--- config.mk ---
export PLATFORM = sky130hd
export DESIGN_NAME = rxd_ring_writer
export DESIGN_NICKNAME = d
export VERILOG_FILES = /design/src/rtl/rxd_pkg.sv /design/src/rtl/rxd_mem_port.sv /design/src/rtl/rxd_ring_ptr.sv /design/src/rtl/rxd_byte_packer.sv /design/src/rtl/rxd_status.sv /design/src/rtl/rxd_ring_writer.sv
export SDC_FILE = /design/constraint.sdc
export NUM_CORES = 1
export LEC_CHECK = 0
export BUFFER_PORTS_ARGS = -buffer_cell sky130_fd_sc_hd__buf_2
export CORE_UTILIZATION = 55
export DETAILED_ROUTE_END_ITERATION = 8
export PLACE_DENSITY = 0.77
export SLEW_MARGIN = 20
export SYNTH_ARGS = -nofsm -noshare
export SYNTH_HDL_FRONTEND = slang
export SYNTH_SLANG_ARGS = --single-unit
--- constraint.sdc ---
create_clock -name clk -period 3.7 [get_ports clk]
set_input_delay 0.185 -clock clk [delete_from_list [all_inputs] [get_ports clk]]
set_output_delay 0.185 -clock clk [all_outputs]
set_load 0.01 [all_outputs]
--- src/rtl/rxd_pkg.sv ---
// Package: shared widths, controller states and the memory command record
// for the receive descriptor ring writer.
package rxd_pkg;

    localparam int ADDR_W     = 32;
    localparam int DATA_W     = 32;
    localparam int LEN_W      = 16;            // descriptor length field
    localparam int CAP_W      = LEN_W + 1;     // capacity = length + 1
    localparam int BE_W       = DATA_W / 8;
    localparam int DESC_SHIFT = 3;             // 8-byte descriptors
    localparam int WORD1_OFF  = 4;             // length/flags word offset

    typedef enum logic [3:0] {
        ST_RD_ADDR,     // issue read of buffer-address word
        ST_RD_ADDR_W,   // wait for its response
        ST_RD_CTRL,     // issue read of length/flags word
        ST_RD_CTRL_W,   // wait for its response
        ST_RECV,        // buffer owned, store frame bytes
        ST_NOBUF,       // buffer not owned, decide poll or drop
        ST_DROP,        // consume rest of a frame without storing
        ST_DRAIN,       // wait for data writes, then write back
        ST_WB_W         // wait for write-back response
    } rxd_state_e;

    typedef struct packed {
        logic              we;
        logic [ADDR_W-1:0] addr;
        logic [DATA_W-1:0] data;
        logic [BE_W-1:0]   be;
    } mem_cmd_t;

endpackage

--- src/rtl/rxd_mem_port.sv ---
// Module: rxd_mem_port
// Holds one memory request until it is granted and counts requests that
// are still waiting for their response.
// Assumes responses arrive in request order, one per granted request, and
// never in the same cycle as the grant of that request.
module rxd_mem_port
    import rxd_pkg::*;
#(
    parameter int OUT_W = 3
) (
    input  logic              clk,
    input  logic              rst_n,
    input  logic              issue_valid,
    input  mem_cmd_t          issue_cmd,
    output logic              issue_ready,
    output logic              idle,
    output logic              mem_req,
    output logic              mem_we,
    output logic [ADDR_W-1:0] mem_addr,
    output logic [DATA_W-1:0] mem_wdata,
    output logic [BE_W-1:0]   mem_be,
    input  logic              mem_gnt,
    input  logic              mem_rsp
);

    logic             pend_q;
    mem_cmd_t         cmd_q;
    logic [OUT_W-1:0] outs_q;
    logic             granted;

    assign granted     = pend_q && mem_gnt;
    assign issue_ready = !pend_q && (outs_q != {OUT_W{1'b1}});
    assign idle        = !pend_q && (outs_q == '0);

    assign mem_req   = pend_q;
    assign mem_we    = cmd_q.we;
    assign mem_addr  = cmd_q.addr;
    assign mem_wdata = cmd_q.data;
    assign mem_be    = cmd_q.be;

    // Capture a new command and hold it until the grant.
    always_ff @(posedge clk) begin
        if (!rst_n) begin
            pend_q <= 1'b0;
            cmd_q  <= '0;
        end else if (issue_valid && issue_ready) begin
            pend_q <= 1'b1;
            cmd_q  <= issue_cmd;
        end else if (granted) begin
            pend_q <= 1'b0;
        end
    end

    // Track granted requests whose response has not yet returned.
    always_ff @(posedge clk) begin
        if (!rst_n) begin
            outs_q <= '0;
        end else begin
            case ({granted, mem_rsp})
                2'b10:   outs_q <= outs_q + 1'b1;
                2'b01:   outs_q <= outs_q - 1'b1;
                default: outs_q <= outs_q;
            endcase
        end
    end

endmodule

--- src/rtl/rxd_ring_ptr.sv ---
// Module: rxd_ring_ptr
// Keeps the current ring index and derives the descriptor byte address.
// Assumes ring_last stays constant while frames are in flight; an index
// at or above ring_last wraps to 0 on advance.
module rxd_ring_ptr
    import rxd_pkg::*;
#(
    parameter int IDX_W = 8
) (
    input  logic              clk,
    input  logic              rst_n,
    input  logic [ADDR_W-1:0] ring_base,
    input  logic [IDX_W-1:0]  ring_last,
    input  logic              advance,
    output logic [IDX_W-1:0]  cur_idx,
    output logic [ADDR_W-1:0] desc_addr
);

    logic [ADDR_W-1:0] idx_ext;

    assign idx_ext   = ADDR_W'(cur_idx);
    assign desc_addr = ring_base + (idx_ext << DESC_SHIFT);

    // Step to the next entry, wrapping after the last one.
    always_ff @(posedge clk) begin
        if (!rst_n) begin
            cur_idx <= '0;
        end else if (advance) begin
            cur_idx <= (cur_idx >= ring_last) ? '0 : cur_idx + 1'b1;
        end
    end

endmodule

--- src/rtl/rxd_byte_packer.sv ---
// Module: rxd_byte_packer
// Packs frame bytes into little-endian 32-bit words and enforces buffer
// capacity. A word is released when its top lane fills, when the frame
// ends, or when the last byte that fits has arrived. Bytes beyond the
// capacity are not stored and mark the frame as overflowed.
// Assumes take is never asserted while a released word cannot be issued.
module rxd_byte_packer
    import rxd_pkg::*;
(
    input  logic              clk,
    input  logic              rst_n,
    input  logic              take,
    input  logic [7:0]        byte_in,
    input  logic              last_in,
    input  logic [CAP_W-1:0]  cap,
    output logic              flush,
    output logic [DATA_W-1:0] word_data,
    output logic [BE_W-1:0]   word_be,
    output logic [ADDR_W-1:0] word_off,
    output logic [LEN_W-1:0]  frame_bytes,
    output logic              ovf_now
);

    logic [CAP_W-1:0]  cnt_q;
    logic [DATA_W-1:0] acc_data_q;
    logic [BE_W-1:0]   acc_be_q;
    logic              ovf_q;
    logic [1:0]        lane;
    logic              in_cap;
    logic              at_cap_end;

    assign lane        = cnt_q[1:0];
    assign in_cap      = cnt_q < cap;
    assign at_cap_end  = (cnt_q == cap - 1'b1);
    assign flush       = take && in_cap && ((lane == 2'd3) || last_in || at_cap_end);
    assign word_off    = ADDR_W'({cnt_q[CAP_W-1:2], 2'b00});
    assign frame_bytes = cnt_q[LEN_W-1:0] + 1'b1;
    assign ovf_now     = ovf_q || (take && !in_cap);

    // Merge the incoming byte into its lane of the word being assembled.
    always_comb begin
        word_data = acc_data_q;
        word_be   = acc_be_q;
        if (in_cap) begin
            word_data[{lane, 3'b000} +: 8] = byte_in;
            word_be[lane]                  = 1'b1;
        end
    end

    // Advance the byte count and keep the partial word between bytes.
    always_ff @(posedge clk) begin
        if (!rst_n) begin
            cnt_q      <= '0;
            acc_data_q <= '0;
            acc_be_q   <= '0;
            ovf_q      <= 1'b0;
        end else if (take && last_in) begin
            cnt_q      <= '0;
            acc_data_q <= '0;
            acc_be_q   <= '0;
            ovf_q      <= 1'b0;
        end else if (take) begin
            if (cnt_q != {CAP_W{1'b1}}) begin
                cnt_q <= cnt_q + 1'b1;
            end
            acc_data_q <= flush ? '0 : word_data;
            acc_be_q   <= flush ? '0 : word_be;
            ovf_q      <= ovf_now;
        end
    end

endmodule

--- src/rtl/rxd_status.sv ---
// Module: rxd_status
// Receive interrupt status bit and dropped-frame counter.
// A set wins over a clear in the same cycle.
module rxd_status #(
    parameter int CNT_W = 16
) (
    input  logic             clk,
    input  logic             rst_n,
    input  logic             set_irq,
    input  logic             irq_clr,
    input  logic             miss,
    output logic             irq_rx,
    output logic [CNT_W-1:0] missed_cnt
);

    // Sticky interrupt status, cleared by a pulse.
    always_ff @(posedge clk) begin
        if (!rst_n) begin
            irq_rx <= 1'b0;
        end else if (set_irq) begin
            irq_rx <= 1'b1;
        end else if (irq_clr) begin
            irq_rx <= 1'b0;
        end
    end

    // Count one per dropped frame.
    always_ff @(posedge clk) begin
        if (!rst_n) begin
            missed_cnt <= '0;
        end else if (miss) begin
            missed_cnt <= missed_cnt + 1'b1;
        end
    end

endmodule

--- src/rtl/rxd_ring_writer.sv ---
// Module: rxd_ring_writer (top)
// Receive descriptor ring DMA writer. Reads the current descriptor, stores
// a frame into its buffer when software owns it, writes the descriptor
// back with the frame size and a completion pattern after all data writes
// are acknowledged, then raises the interrupt status and advances.
// Frames that find no owned buffer, or do not fit, are consumed and counted.
// Assumes 4-byte aligned buffer addresses and in-order memory responses.
module rxd_ring_writer
    import rxd_pkg::*;
#(
    parameter int          IDX_W      = 8,
    parameter int          CNT_W      = 16,
    parameter int          OUT_W      = 3,
    parameter int          AVAIL_BIT  = 15,
    parameter logic [15:0] DONE_FLAGS = 16'h2010
) (
    input  logic              clk,
    input  logic              rst_n,
    input  logic [31:0]       ring_base,
    input  logic [IDX_W-1:0]  ring_last,
    input  logic              rx_valid,
    input  logic [7:0]        rx_data,
    input  logic              rx_last,
    output logic              rx_ready,
    output logic              can_receive,
    output logic              mem_req,
    output logic              mem_we,
    output logic [31:0]       mem_addr,
    output logic [31:0]       mem_wdata,
    output logic [3:0]        mem_be,
    input  logic              mem_gnt,
    input  logic              mem_rsp,
    input  logic [31:0]       mem_rdata,
    input  logic              irq_clr,
    output logic              irq_rx,
    output logic [CNT_W-1:0]  missed_cnt,
    output logic [IDX_W-1:0]  cur_idx
);

    rxd_state_e        state_q, state_d;
    logic [ADDR_W-1:0] buf_addr_q;
    logic [CAP_W-1:0]  cap_q;
    logic [LEN_W-1:0]  frm_len_q;

    logic [ADDR_W-1:0] desc_addr;
    logic              advance;
    logic              set_irq;
    logic              miss;

    logic              port_ready;
    logic              port_idle;
    logic              issue_valid;
    mem_cmd_t          issue_cmd;
    logic              issued;

    logic              take;
    logic              drop_take;
    logic              pk_flush;
    logic [DATA_W-1:0] pk_data;
    logic [BE_W-1:0]   pk_be;
    logic [ADDR_W-1:0] pk_off;
    logic [LEN_W-1:0]  pk_bytes;
    logic              pk_ovf;
    logic [15:0]       rd_flags;

    assign can_receive = (state_q == ST_RECV);
    assign rx_ready    = (can_receive && port_ready)
                       || (state_q == ST_NOBUF) || (state_q == ST_DROP);
    assign take        = rx_valid && rx_ready && can_receive;
    assign drop_take   = rx_valid && rx_ready && !can_receive;
    assign issued      = issue_valid && port_ready;
    assign rd_flags    = mem_rdata[31:16];

    assign advance = (state_q == ST_WB_W) && port_idle;
    assign set_irq = advance;
    assign miss    = (take && rx_last && pk_ovf) || (drop_take && rx_last);

    rxd_ring_ptr #(
        .IDX_W (IDX_W)
    ) u_ptr (
        .clk       (clk),
        .rst_n     (rst_n),
        .ring_base (ring_base),
        .ring_last (ring_last),
        .advance   (advance),
        .cur_idx   (cur_idx),
        .desc_addr (desc_addr)
    );

    rxd_byte_packer u_pack (
        .clk         (clk),
        .rst_n       (rst_n),
        .take        (take),
        .byte_in     (rx_data),
        .last_in     (rx_last),
        .cap         (cap_q),
        .flush       (pk_flush),
        .word_data   (pk_data),
        .word_be     (pk_be),
        .word_off    (pk_off),
        .frame_bytes (pk_bytes),
        .ovf_now     (pk_ovf)
    );

    rxd_mem_port #(
        .OUT_W (OUT_W)
    ) u_port (
        .clk         (clk),
        .rst_n       (rst_n),
        .issue_valid (issue_valid),
        .issue_cmd   (issue_cmd),
        .issue_ready (port_ready),
        .idle        (port_idle),
        .mem_req     (mem_req),
        .mem_we      (mem_we),
        .mem_addr    (mem_addr),
        .mem_wdata   (mem_wdata),
        .mem_be      (mem_be),
        .mem_gnt     (mem_gnt),
        .mem_rsp     (mem_rsp)
    );

    rxd_status #(
        .CNT_W (CNT_W)
    ) u_stat (
        .clk        (clk),
        .rst_n      (rst_n),
        .set_irq    (set_irq),
        .irq_clr    (irq_clr),
        .miss       (miss),
        .irq_rx     (irq_rx),
        .missed_cnt (missed_cnt)
    );

    // Select the memory command the current state wants to issue.
    always_comb begin
        issue_valid = 1'b0;
        issue_cmd   = '0;
        case (state_q)
            ST_RD_ADDR: begin
                issue_valid    = 1'b1;
                issue_cmd.addr = desc_addr;
            end
            ST_RD_CTRL: begin
                issue_valid    = 1'b1;
                issue_cmd.addr = desc_addr + ADDR_W'(WORD1_OFF);
            end
            ST_RECV: begin
                issue_valid    = take && pk_flush;
                issue_cmd.we   = 1'b1;
                issue_cmd.addr = buf_addr_q + pk_off;
                issue_cmd.data = pk_data;
                issue_cmd.be   = pk_be;
            end
            ST_DRAIN: begin
                issue_valid    = port_idle;
                issue_cmd.we   = 1'b1;
                issue_cmd.addr = desc_addr + ADDR_W'(WORD1_OFF);
                issue_cmd.data = {DONE_FLAGS, frm_len_q};
                issue_cmd.be   = {BE_W{1'b1}};
            end
            default: begin
                issue_valid = 1'b0;
            end
        endcase
    end

    // Next-state decision of the descriptor controller.
    always_comb begin
        state_d = state_q;
        case (state_q)
            ST_RD_ADDR:   if (issued)  state_d = ST_RD_ADDR_W;
            ST_RD_ADDR_W: if (mem_rsp) state_d = ST_RD_CTRL;
            ST_RD_CTRL:   if (issued)  state_d = ST_RD_CTRL_W;
            ST_RD_CTRL_W: begin
                if (mem_rsp) begin
                    state_d = rd_flags[AVAIL_BIT] ? ST_RECV : ST_NOBUF;
                end
            end
            ST_RECV: begin
                if (take && rx_last && !pk_ovf) state_d = ST_DRAIN;
            end
            ST_NOBUF: begin
                if (!rx_valid)        state_d = ST_RD_ADDR;
                else if (rx_last)     state_d = ST_RD_ADDR;
                else                  state_d = ST_DROP;
            end
            ST_DROP:  if (drop_take && rx_last) state_d = ST_RD_ADDR;
            ST_DRAIN: if (issued)               state_d = ST_WB_W;
            ST_WB_W:  if (port_idle)            state_d = ST_RD_ADDR;
            default:                            state_d = ST_RD_ADDR;
        endcase
    end

    // State register.
    always_ff @(posedge clk) begin
        if (!rst_n) begin
            state_q <= ST_RD_ADDR;
        end else begin
            state_q <= state_d;
        end
    end

    // Latch descriptor fields as they return and the size of a good frame.
    always_ff @(posedge clk) begin
        if (!rst_n) begin
            buf_addr_q <= '0;
            cap_q      <= '0;
            frm_len_q  <= '0;
        end else begin
            if (state_q == ST_RD_ADDR_W && mem_rsp) begin
                buf_addr_q <= {mem_rdata[ADDR_W-1:2], 2'b00};
            end
            if (state_q == ST_RD_CTRL_W && mem_rsp) begin
                cap_q <= {1'b0, mem_rdata[LEN_W-1:0]} + 1'b1;
            end
            if (take && rx_last) begin
                frm_len_q <= pk_bytes;
            end
        end
    end

endmodule

==> metrics.md <==
| Metric | Value |
|---|---|
| Crit share post-route | `97.2%` |
| Fin. Hold Viols | `0` |
| Ports | `184` |
| Avg WL per Cell | `18.3 µm` |
| Most common cell in the netlist | `dfxtp_1` |
| First-pass GRT wire length | `67000 µm` |
| Netlist Area Pre-Place | `0.0139 mm²` |
| Total congestion overflow | `0` |
| Root Buffer | `clkbuf_16` |
| # DRC | `0` |
| Synth top area share | `31.6%` |
| P&R area growth vs syn | `19.3%` |
| Number of synthesized flops with an enable pin | `0` |
| Pwr/cell area | `542 mW/mm²` |
| H-tree depth | `1` |
| Dominant cell type by area after synthesis | `dfxtp_1` |
| DP Wirelength | `30200 µm` |
| Sequential-to-total area share from yosys stat | `31.6%` |
| ANT cells | `0` |
| RSZ-0062 raised after global routing | `true` |
| CTS tree | `done` |
| Row cnt | `57` |
| Via count | `13956` |
| Syn Nets | `1908` |
| Post-DR vias/cell | `6.06` |
| Critical Path Start Type | `flop` |
| Initial antenna violation count | `0` |
| IO buf count | `183` |
| TritonRoute pass-1 iters | `6` |
| Fin Clk Skew | `19.3 ps` |
| Cell variety after synth | `88` |
| Nets | `2116` |
| Clk sinks | `219` |
| Min-Delay Path Class | `in2reg` |
| Register clock-pin slew on the reported worst setup and hold paths | `60 ps` |
| Final Setup Violations | `0` |
| Fin area | `0.0166 mm²` |
| Peak VDD IR | `0.389 mV` |
| Placed inst area | `0.0152 mm²` |
| Clock buffer count from CTS | `24` |
| Hold_ws | `29.6 ps` |
| Crit. End Element | `flop` |
| Reg2Reg Setup Slack | `100 ps` |
| Worst-Skew Late Latency | `530 ps` |
| Total power | `0.00898 W` |
| Asr flop ratio synth | `0%` |
| Final-report max-slew violation count | `0` |
| Outcome | `finished clean` |
| Worst slew pin tran | `975 ps` |
| Syn_area_per_cell | `7.91 µm²` |
| Cells after synthesis | `1755` |
| CP Data Arrival Time | `4000 ps` |
| Horiz. Die Dim | `161 µm` |
| Die area | `0.0259 mm²` |
| Tmin final | `3600 ps` |
| DR iter-0 viols | `1410` |
| WS Path Type | `reg2reg` |
| Max Cap Viol | `0` |
| Achievable clock frequency | `278 MHz` |
| Worst Path Max Fanout | `10` |
| Layout Utilization | `67.5%` |
| Layout cells sized above 1 | `17.8%` |
| Number of global-route vias before repair | `12963` |
| Yosys reg bits | `219` |
| Detail Route Antenna Nets | `0` |
| Gpl congestion | `0.956` |
| Starting Density | `56.6%` |
| Top_reg_cell synth | `dfxtp_1` |
| Vert. Die Dim | `161 µm` |
| Synth warnings | `0` |
| Slew HR | `35.0%` |
| GRT Total Usage | `31.7%` |
| Routed WL | `42100 µm` |
| Synth area leaders | `dfxtp_1, nand2_1, ha_1, xnor2_1, a21oi_1` |
| Worst EP required | `4100 ps` |
| Top post-synthesis cells by count | `dfxtp_1, nand2_1, nor2_1` |
| Core Box Area | `0.0245 mm²` |
| Clock Path Buffers | `3` |
| Static leakage power | `6.69 nW` |
| Largest net degree at the start of global routing | `88` |
[routing by layer]
metal	track usage [%]	share of wire, %	vias up
met5	0	0	-
met4	9.52	2.5	0
met3	3.98	7.2	72
met2	52.0	46	586
met1	43.3	44	6554
li1	-	-	6744
[repair_timing]
item                       in CTS  in global routing
hold buffers                   40                  0
pin swaps                       0                  2
resized for setup               1                  8
gates cloned                    0                  1
hold endpoints to repair       44                  0
setup endpoints to repair       1                 43
setup buffers                   0                  3
[where the power goes]
part / switching, W / internal [W] / total, W
sequential: 0.000285 / 0.00271 / 0.00299
clock: 0.00100 / 0.00146 / 0.00246
combinational: 0.00210 / 0.00142 / 0.00352
total: 0.00339 / 0.00559 / 0.00898
[worst max-delay path: stages (launching register included)]
cell and delay, ps:
dfxtp_1 390, ha_1 430, a211oi_2 130, o31ai_1 500, a31oi_1 270, or3_1 440, a21boi_1 310, nand4_2 320
nor4b_2 370, mux2i_1 220, a21oi_1 80
[state kept, by name, summed over array words and instances (netlist names)]
| register | flops |
|---|---|
| state_q | 4 |
| cap_q | 17 |
| u_port.mem_addr | 32 |
| u_pack.ovf_q | 1 |
| u_port.mem_be | 4 |
| u_pack.cnt_q | 17 |
| u_stat.irq_rx | 1 |
| u_pack.acc_be_q | 4 |
| buf_addr_q | 30 |
| u_port.outs_q | 3 |
| frm_len_q | 16 |
| u_port.mem_we | 1 |
| u_stat.missed_cnt | 16 |
| u_pack.acc_data_q | 32 |
| u_port.mem_req | 1 |
| u_port.mem_wdata | 32 |
| u_ptr.cur_idx | 8 |
[cell type report]
cell class                      instances  area, µm²
Inverter                               70        265
Clock inverter                          9        110
Multi-Input combinational cell       1359       8850
Tap cell                              324        405
Sequential cell                       219       4380
Clock buffer                           33        696
Fill cell                            2051       7970
Timing Repair Buffer                  289       1850
[path summary, 6_finish.rpt]
kind                             start  depth (start not counted)                     to
setup / recovery      u_ptr.cur_idx[2]                         10    u_port.mem_addr[26]
hold / removal              rx_data[6]                          2  u_pack.acc_data_q[14]
setup reg to reg      u_ptr.cur_idx[2]                         10    u_port.mem_addr[26]
hold reg to reg   u_port.mem_wdata[25]                          2   u_port.mem_wdata[25]
[cells by family after synthesis]
kind of cell / after synthesis / synth area share, %
AND/OR/NAND/NOR: 674 / 23.8
AO/OA/AOI/OAI: 444 / 21.9
flip-flops: 219 / 31.6
buffers and inverters: 178 / 5.32
XOR/XNOR: 153 / 9.75
adder cells (fa/ha/maj): 66 / 6.11
multiplexers: 21 / 1.51
[placed cells by master, fill, tap and decap left out, types with 62 or more instances in the layout]
cell type,instances
nand2_1,212
dfxtp_1,219
a21oi_1,134
xor2_1,64
buf_2,183
xnor2_1,88
o21ai_0,71
inv_1,68
nor2_1,145
nand3_1,67
ha_1,62
buf_4,63
[stage by stage]
stage          worst slack (ps)  setup TNS, ps  std cells
2_1_floorplan               232              0       1755
3_3_place_gp                192              0       2216
3_5_place_dp               80.6              0       2216
4_1_cts                    2.63              0       2298
5_1_grt                    -148           -588       2303
6_report                    103              0       2303
Power figures use the tool's default switching activity.
